### src/rtl/ovl_pkg.sv
package ovl_pkg;

  typedef enum logic [1:0] {
    TGT_NONE  = 2'd0,
    TGT_FLASH = 2'd1,
    TGT_RAM   = 2'd2
  } tgt_e;

endpackage

### src/rtl/ovl_ctrl_reg.sv
module ovl_ctrl_reg #(
  parameter int unsigned DATA_W = 8,
  parameter int unsigned HI_BIT = 3,
  parameter int unsigned LO_BIT = 2
) (
  input  logic              clk,
  input  logic              rst,
  input  logic              boot_mode,
  input  logic              we,
  input  logic [DATA_W-1:0] wdata,
  output logic [DATA_W-1:0] rdata,
  output logic              armed
);

  localparam logic [DATA_W-1:0] BOOT_VAL = DATA_W'((1 << HI_BIT) | (1 << LO_BIT));

  logic [DATA_W-1:0] ctrl_q;

  always_ff @(posedge clk) begin
    if (rst) begin
      ctrl_q <= boot_mode ? BOOT_VAL : '0;
    end else if (we) begin
      ctrl_q <= wdata;
    end
  end

  assign rdata = ctrl_q;
  assign armed = ctrl_q[HI_BIT] & ctrl_q[LO_BIT];


  boot_preset_chk: assert property (@(posedge clk)
    (rst && boot_mode) |=> (rdata == BOOT_VAL));


  cfg_hold_chk: assert property (@(posedge clk) disable iff (rst)
    !we |=> $stable(rdata));

endmodule

### src/rtl/ovl_vsync.sv
module ovl_vsync (
  input  logic clk,
  input  logic rst,
  input  logic vpp_async,
  output logic vpp_ok
);

  logic meta_q;
  logic stable_q;

  always_ff @(posedge clk) begin
    if (rst) begin
      meta_q   <= 1'b0;
      stable_q <= 1'b0;
    end else begin
      meta_q   <= vpp_async;
      stable_q <= meta_q;
    end
  end

  assign vpp_ok = stable_q;

  // Age counter so that the latency check only looks back over cycles after reset.
  logic [1:0] age_q;
  always_ff @(posedge clk) begin
    if (rst) begin
      age_q <= 2'd0;
    end else if (age_q != 2'd2) begin
      age_q <= age_q + 2'd1;
    end
  end


  vpp_latency_chk: assert property (@(posedge clk) disable iff (rst)
    (age_q == 2'd2) |-> (vpp_ok == $past(vpp_async, 2)));

endmodule

### src/rtl/ovl_decode.sv
module ovl_decode
  import ovl_pkg::*;
#(
  parameter int unsigned           ADDR_W    = 16,
  parameter int unsigned           WIN_BITS  = 7,
  parameter logic [ADDR_W-1:0]     FLASH_TOP = 'h7FFF,
  parameter logic [ADDR_W-1:0]     RAM_BASE  = 'hFC00
) (
  input  logic              clk,
  input  logic              rst,
  input  logic              req,
  input  logic [ADDR_W-1:0] addr,
  input  logic              overlay,
  output logic              flash_sel,
  output logic              ram_sel,
  output logic [ADDR_W-1:0] xaddr
);

  localparam int unsigned HI_W = ADDR_W - WIN_BITS;

  logic              in_win;
  logic              in_flash;
  logic              in_ram;
  logic [ADDR_W-1:0] win_addr;
  tgt_e              tgt;

  assign in_win   = (addr[ADDR_W-1:WIN_BITS] == {HI_W{1'b0}});
  assign in_flash = (addr <= FLASH_TOP);
  assign in_ram   = (addr >= RAM_BASE);
  assign win_addr = {RAM_BASE[ADDR_W-1:WIN_BITS], addr[WIN_BITS-1:0]};

  always_comb begin
    tgt   = TGT_NONE;
    xaddr = addr;
    if (req) begin
      if (in_win && overlay) begin
        tgt   = TGT_RAM;
        xaddr = win_addr;
      end else if (in_flash) begin
        tgt = TGT_FLASH;
      end else if (in_ram) begin
        tgt = TGT_RAM;
      end
    end
  end

  assign flash_sel = (tgt == TGT_FLASH);
  assign ram_sel   = (tgt == TGT_RAM);

  // at most one target at a time
  mutex_sel_chk: assert property (@(posedge clk) disable iff (rst)
    !(flash_sel && ram_sel));


  idle_no_sel_chk: assert property (@(posedge clk) disable iff (rst)
    !req |-> (!flash_sel && !ram_sel && xaddr == addr));

endmodule

### src/rtl/ovl_remap_top.sv
module ovl_remap_top #(
  parameter int unsigned ADDR_W    = 16,
  parameter int unsigned DATA_W    = 8,
  parameter int unsigned WIN_BITS  = 7,
  parameter int unsigned ARM_HI    = 3,
  parameter int unsigned ARM_LO    = 2,
  parameter logic [ADDR_W-1:0] FLASH_TOP = 'h7FFF,
  parameter logic [ADDR_W-1:0] RAM_BASE  = 'hFC00
) (
  input  logic              clk,
  input  logic              rst,
  input  logic              boot_mode,
  input  logic              vpp_async,
  input  logic              cfg_we,
  input  logic [DATA_W-1:0] cfg_wdata,
  output logic [DATA_W-1:0] cfg_rdata,
  input  logic              acc_req,
  input  logic [ADDR_W-1:0] acc_addr,
  output logic              flash_sel,
  output logic              ram_sel,
  output logic [ADDR_W-1:0] mem_addr
);

  logic armed;
  logic vpp_ok;
  logic ovl_active;

  ovl_ctrl_reg #(
    .DATA_W (DATA_W),
    .HI_BIT (ARM_HI),
    .LO_BIT (ARM_LO)
  ) u_ctrl (
    .clk       (clk),
    .rst       (rst),
    .boot_mode (boot_mode),
    .we        (cfg_we),
    .wdata     (cfg_wdata),
    .rdata     (cfg_rdata),
    .armed     (armed)
  );

  ovl_vsync u_vsync (
    .clk       (clk),
    .rst       (rst),
    .vpp_async (vpp_async),
    .vpp_ok    (vpp_ok)
  );

  assign ovl_active = armed & vpp_ok;

  ovl_decode #(
    .ADDR_W    (ADDR_W),
    .WIN_BITS  (WIN_BITS),
    .FLASH_TOP (FLASH_TOP),
    .RAM_BASE  (RAM_BASE)
  ) u_dec (
    .clk       (clk),
    .rst       (rst),
    .req       (acc_req),
    .addr      (acc_addr),
    .overlay   (ovl_active),
    .flash_sel (flash_sel),
    .ram_sel   (ram_sel),
    .xaddr     (mem_addr)
  );


  ram_direct_chk: assert property (@(posedge clk) disable iff (rst)
    (acc_req && acc_addr >= RAM_BASE) |-> (ram_sel && !flash_sel && mem_addr == acc_addr));


  win_redirect_chk: assert property (@(posedge clk) disable iff (rst)
    (acc_req && ovl_active && acc_addr[ADDR_W-1:WIN_BITS] == '0)
      |-> (ram_sel && mem_addr[WIN_BITS-1:0] == acc_addr[WIN_BITS-1:0]
           && mem_addr >= RAM_BASE));


  win_flash_chk: assert property (@(posedge clk) disable iff (rst)
    (acc_req && !ovl_active && acc_addr <= FLASH_TOP) |-> (flash_sel && mem_addr == acc_addr));

endmodule

### config.mk
export PLATFORM = sky130hd
export DESIGN_NAME = ovl_remap_top
export DESIGN_NICKNAME = d
export VERILOG_FILES = /design/src/rtl/ovl_pkg.sv /design/src/rtl/ovl_ctrl_reg.sv /design/src/rtl/ovl_vsync.sv /design/src/rtl/ovl_decode.sv /design/src/rtl/ovl_remap_top.sv
export SDC_FILE = /design/constraint.sdc
export NUM_CORES = 1
export LEC_CHECK = 0
export ABC_AREA = 1
export BUFFER_PORTS_ARGS = -buffer_cell sky130_fd_sc_hd__buf_2
export CORE_MARGIN = 2
export CORE_UTILIZATION = 35
export CTS_BUF_LIST = sky130_fd_sc_hd__clkbuf_16
export DETAILED_ROUTE_END_ITERATION = 12
export GPL_ROUTABILITY_DRIVEN = 0
export PLACE_DENSITY_LB_ADDON = 0.12
export SYNTH_ARGS = -nofsm -noshare
export SYNTH_HDL_FRONTEND = slang
export SYNTH_SLANG_ARGS = --single-unit
### constraint.sdc
create_clock -name clk -period 0.88 [get_ports clk]
set_input_delay 0.088 -clock clk [delete_from_list [all_inputs] [get_ports clk]]
set_output_delay 0.088 -clock clk [all_outputs]
set_load 0.02 [all_outputs]
Word-level counts from Yosys, hierarchy flattened
Cells that the tools add are included.
Word-level totals
  output and inout bits: 26
  register bits: 10
Cells by class
  muxes and demuxes: 9
  reduce and logical (&&, ||, !) cells: 3
  equal/unequal tests: 2
  bitwise gates (word level): 2
  order comparisons: 2
Operators by type and width (number)
  two-way mux 16 bit: 2
  >= comparator 16 bit (second input constant): 1
  less-or-equal comparator 16 x 15 -> 1 bit (second input constant): 1
  two-way mux 8 bit: 2
  zero test 9 bit: 1
  two-way mux 2 bit: 4
  two-way mux 4 bit: 1
  bitwise AND 1 bit: 2
  == test 2 x 1 -> 1 bit (second input constant): 1
  == test 2 bit (second input constant): 1
  nonzero test 2 bit: 1
  logical AND 1 bit: 1

Logic depth before layout (Yosys ltp)
  depth in word-level cells: 6
  depth in mapped cells: 6
  depth with buffers taken out: 6

Modules after synthesis
Synthesis repeated with hierarchy kept, for this count alone.
Unflattened totals
  cell total of the unflattened synthesis: 78
  area total of the unflattened synthesis: 586.8 um^2
By module, submodules not included
  ovl_ctrl_reg: cells an instance 30, sequential area each 240.2 um^2, area an instance 332.8 um^2, instances 1
  ovl_decode: cells an instance 40, sequential area each 0.0 um^2, area an instance 191.4 um^2, instances 1
  ovl_vsync: cells an instance 6, sequential area each 40.0 um^2, area an instance 55.1 um^2, instances 1
  ovl_remap_top: cells an instance 2, sequential area each 0.0 um^2, area an instance 7.5 um^2, instances 1

Worst setup path before layout
No wires, ideal clock.
  path kind: register to output
  from: register u_ctrl.ctrl_q[2] (netlist: u_ctrl.rdata[2])
  to: output mem_addr[10]
  path slack: -0.236 ns
  path buffers: 0
  arrival time: 1.028 ns
  cell stages (with the launch flop): 7
  cell sequence: edfxtp_1 -> inv_1 -> nor2_1 -> nand2_1 -> nor2_2 -> nand3_2 -> nand2_1
On the way
  longest elaborated chain between the ends: 5
Ends and longest elaborated chain
  from (decl): line ovl_ctrl_reg.sv:17  | logic [DATA_W-1:0] ctrl_q;
  from (signal assigned): line ovl_ctrl_reg.sv:21  | ctrl_q <= boot_mode ? BOOT_VAL : '0;
  from (signal assigned): line ovl_ctrl_reg.sv:23  | ctrl_q <= wdata;
  bitwise AND 1 bit: line ovl_ctrl_reg.sv:28  | assign armed = ctrl_q[HI_BIT] & ctrl_q[LO_BIT];
  bitwise AND 1 bit: line ovl_remap_top.sv:49  | assign ovl_active = armed & vpp_ok;
  logical AND 1 bit: line ovl_decode.sv:36  | if (in_win && overlay) begin
  two-way mux 16 bit: line ovl_decode.sv:36
  two-way mux 16 bit: line ovl_decode.sv:35  | if (req) begin
  to (decl): line ovl_remap_top.sv:21  | output logic [ADDR_W-1:0] mem_addr
No other way between the ends.

Worst setup path in the final report
  from: register u_ctrl.ctrl_q[2] (netlist: u_ctrl.rdata[2])
  to: output mem_addr[15]
The elaborated chain is that of the path after synthesis.

==> metrics.md <==
| Metric | Value |
|---|---|
| Status | `finished, violations left` |
| Failing checks | `setup timing` |
| Seq pwr share | `33.2%` |
| Nets | `approximately 160` |
| Adder-cell share of the synthesized area | `0%` |
| Largest net degree at the start of global routing | `11` |
| Sw Ratio | `23.27%` |
| Max IR drop VDD | `~1.3 mV` |
| Fillers | `approximately 150` |
| Internal power | `1.317 mW` |
| Hold Path Class | `in -> reg` |
| Critical Path Max Stage Delay | `roughly 350 ps` |
| Yosys reg bits | `10` |
| Final Cycle Share | `149.0%` |
| Mean area per synthesized cell | `roughly 7.3 um2` |
| CTS Buf Count | `3` |
| Hold_buf cts | `0` |
| Critical path buffer and inverter count | `2` |
| Die width | `about 45 um` |
| Largest family of logic cells by synthesized area | `simple AND/OR/NAND/NOR gates` |
| YS warnings | `0` |
| CP max stage cell | `edfxtp_1` |
| Final Hold Viols | `0` |
| Worst-Margin Slew | `176.6 ps` |
| Critical-path cell list | `inv_1 -> nor2_1 -> nand2_1 -> nor2_2 -> nand3_4 -> nand2_1 -> buf_6` |
| P&R area growth vs syn | `61.76%` |
| Max Freq | `762.7 MHz` |
| Antenna cells | `0` |
| Root Driver | `clkbuf_16` |
| Gr ovfl total | `0` |
| # IOs | `56` |
| DIE HEIGHT | `approximately 45 um` |
| Largest delay share family, worst path | `simple AND/OR/NAND/NOR gates` |
| Drt pass-1 iters | `4` |
| Core area | `1559 um2` |
| Placed cell area | `797.0 um2` |
| Cell count after synthesis | `between 80 and 90` |
| Crit Path Max Fanout | `7` |
| Clock power share | `46.4%` |
| H-tree levels | `1` |
| Xor and xnor area share after synthesis | `0%` |
| Top cell by count, worst path | `nand2_1` |
| Pwr Total | `1.717 mW` |
| Post-Syn Nets | `112` |
| CTS max path bufs | `2` |
| Antenna viol nets, final | `0` |
| Total vias in the final route | `582` |
| Clock transition at path regs | `40 ps` |
| Leakage power | `0.5602 nW` |
| Simple-Gate Fraction of Synth Area | `29.41%` |
| Multiplexer share of the synthesized area | `0%` |
| Mapped cell area | `between 500 and 600 um2` |
| Clk sinks | `10` |
| CP required | `790 ps` |
| Initial antenna violation count | `0` |
| Drt total wl | `1.279 mm` |
| Seq/Total Area, Yosys | `47.06%` |
| Commonest cells after routing, fill and taps aside | `buf_2 (31), nand2_1 (21), inv_1 (18)` |
| Rel. slew slack | `88.14%` |
| Layout cells sized above 1 | `46.77%` |
| Minimum clock period | `1311 ps` |
| Full die area | `between 2000 and 2500 um2` |
| Final non-filler cell total | `140` |
| Setup Skew | `0.04560 ps` |
| Final setup fails | `10` |
| Setup crit start kind | `flop` |
| Critical setup path kind | `reg -> out` |
| Fin area | `963.4 um2` |
| IO Port Bufs | `41` |
| Combinational share of power | `roughly a fifth` |
| Max Cap Viol | `0` |
| RSZ-0062 raised after global routing | `true` |
| Compound-Gate Fraction of Synth Area | `0%` |
| Switch Pwr | `about 0.40 mW` |
| Data arrival time of the critical path | `around 1200 ps` |
| Worst-Skew Late Latency | `230 ps` |
| CTS tree | `done` |
| Final core occ | `61.80%` |
| Final worst slack | `-431.2 ps` |
| Cell Pwr Density | `~1800 nW/um2` |
| Post-detail-place hpwl | `about 950 um` |
| DRC violations left | `0` |
| Vias in the first global route | `around 540` |
| Unique cell type count in the Yosys netlist | `13` |
| Crit end category | `output port` |
| Final slew viol count | `0` |
| Starting DRT DRC Count | `7` |
| First-pass GRT wire length | `2.021 mm` |
| Std cell rows | `14` |
| Inst Count DP | `about 130` |
| GRT Util Overall | `between 10 and 15%` |
| Commonest non-fill, non-tap cell in the layout | `buf_2` |
| Drt wl/cell | `~9.1 um` |
| Post-DR vias/cell | `4.157` |
| Initial core utilization | `38.20%` |
| Setup_tns | `-3697 ps` |
-- tightest hold or removal path: stages --
cell,delay (ps)
buf_2,70
inv_1,30
nor2_1,60
-- cell type report --
| type | instances | area (um2) | area share (%) |
|---|---|---|---|
| clock buffers | 3 | 75.07 | 7.792 |
| clock inverters | 1 | 3.754 | 0.3896 |
| inverters | 19 | 71.32 | 7.403 |
| multi-input cells | 42 | 185.2 | 19.22 |
| flip-flops and latches | 10 | 280.3 | 29.09 |
| well taps | 16 | 20.02 | 2.078 |
| repair buffers | 49 | 327.8 | 34.03 |
-- power by group through the flow --
stage | Clock, mW | Sequential [mW] | Combinational (mW)
floorplan | 0 | 0.627 | 0.153
global placement | 0 | 0.576 | 0.288
detailed placement | 0 | 0.578 | 0.292
CTS | 0.808 | 0.569 | 0.349
global route | 0.833 | 0.572 | 0.384
finish | 0.797 | 0.570 | 0.350
-- stage by stage --
step                      hold WS [ps]  setup slack [ps]
final                            55.60            -431.2
after CTS                        57.81            -409.8
after detailed placement         176.1            -203.2
after global placement           176.1            -167.4
after floorplan                  195.0            -235.4
after global routing             66.01            -536.9
-- registers in the layout (all words and copies together) (netlist names) --
| register | cells |
|---|---|
| u_vsync.vpp_ok | 1 |
| u_vsync.meta_q | 1 |
| u_ctrl.rdata | 8 |
-- synth_stat cells --
cell type | number | area (um2)
buf_2 | 1 | 5.000
buf_4 | 7 | 52.55
clkbuf_1 | 3 | 11.26
dfxtp_1 | 2 | 40.04
edfxtp_1 | 8 | 240.2
inv_1 | 19 | 71.32
nand2_1 | 21 | 78.83
nand3_1 | 1 | 5.000
nand3_2 | 1 | 10.01
nor2_1 | 14 | 52.55
nor2_2 | 2 | 12.51
nor3_1 | 2 | 10.01
or2_2 | 1 | 6.260
-- logic make-up (layout without fill, tap and decap cells) --
family | after synthesis | after routing
buffers and inverters | 30 | 72
DFF | 10 | 10
and+or+nand+nor | 42 | 42
-- worst paths after layout --
check	cells past startpoint	slack (ps)	start	endpoint
min	3	60	vpp_async	u_vsync.meta_q
max reg2reg	2	410	u_vsync.meta_q	u_vsync.vpp_ok
max	7	-430	u_ctrl.rdata[2]	mem_addr[15]
min reg2reg	2	400	u_vsync.meta_q	u_vsync.vpp_ok
-- metal layers --
| layer | GRT usage (%) | wire length (um) | share of wire [%] |
|---|---|---|---|
| met1 | 15.08 | 482 | 38 |
| met2 | 24.29 | 643 | 50 |
| met3 | 5.600 | 139 | 11 |
| met4 | 8.824 | 14 | 1.1 |
| met5 | 0 | 0 | 0 |
-- what timing repair did --
| action | 4_1_cts | 5_1_grt |
|---|---|---|
| endpoints found under the setup margin | 10 | 10 |
| resized for setup | 20 | 2 |
| setup buffers | 4 | 1 |
| pin swaps | 1 | 1 |
Power figures use the tool's default switching activity.
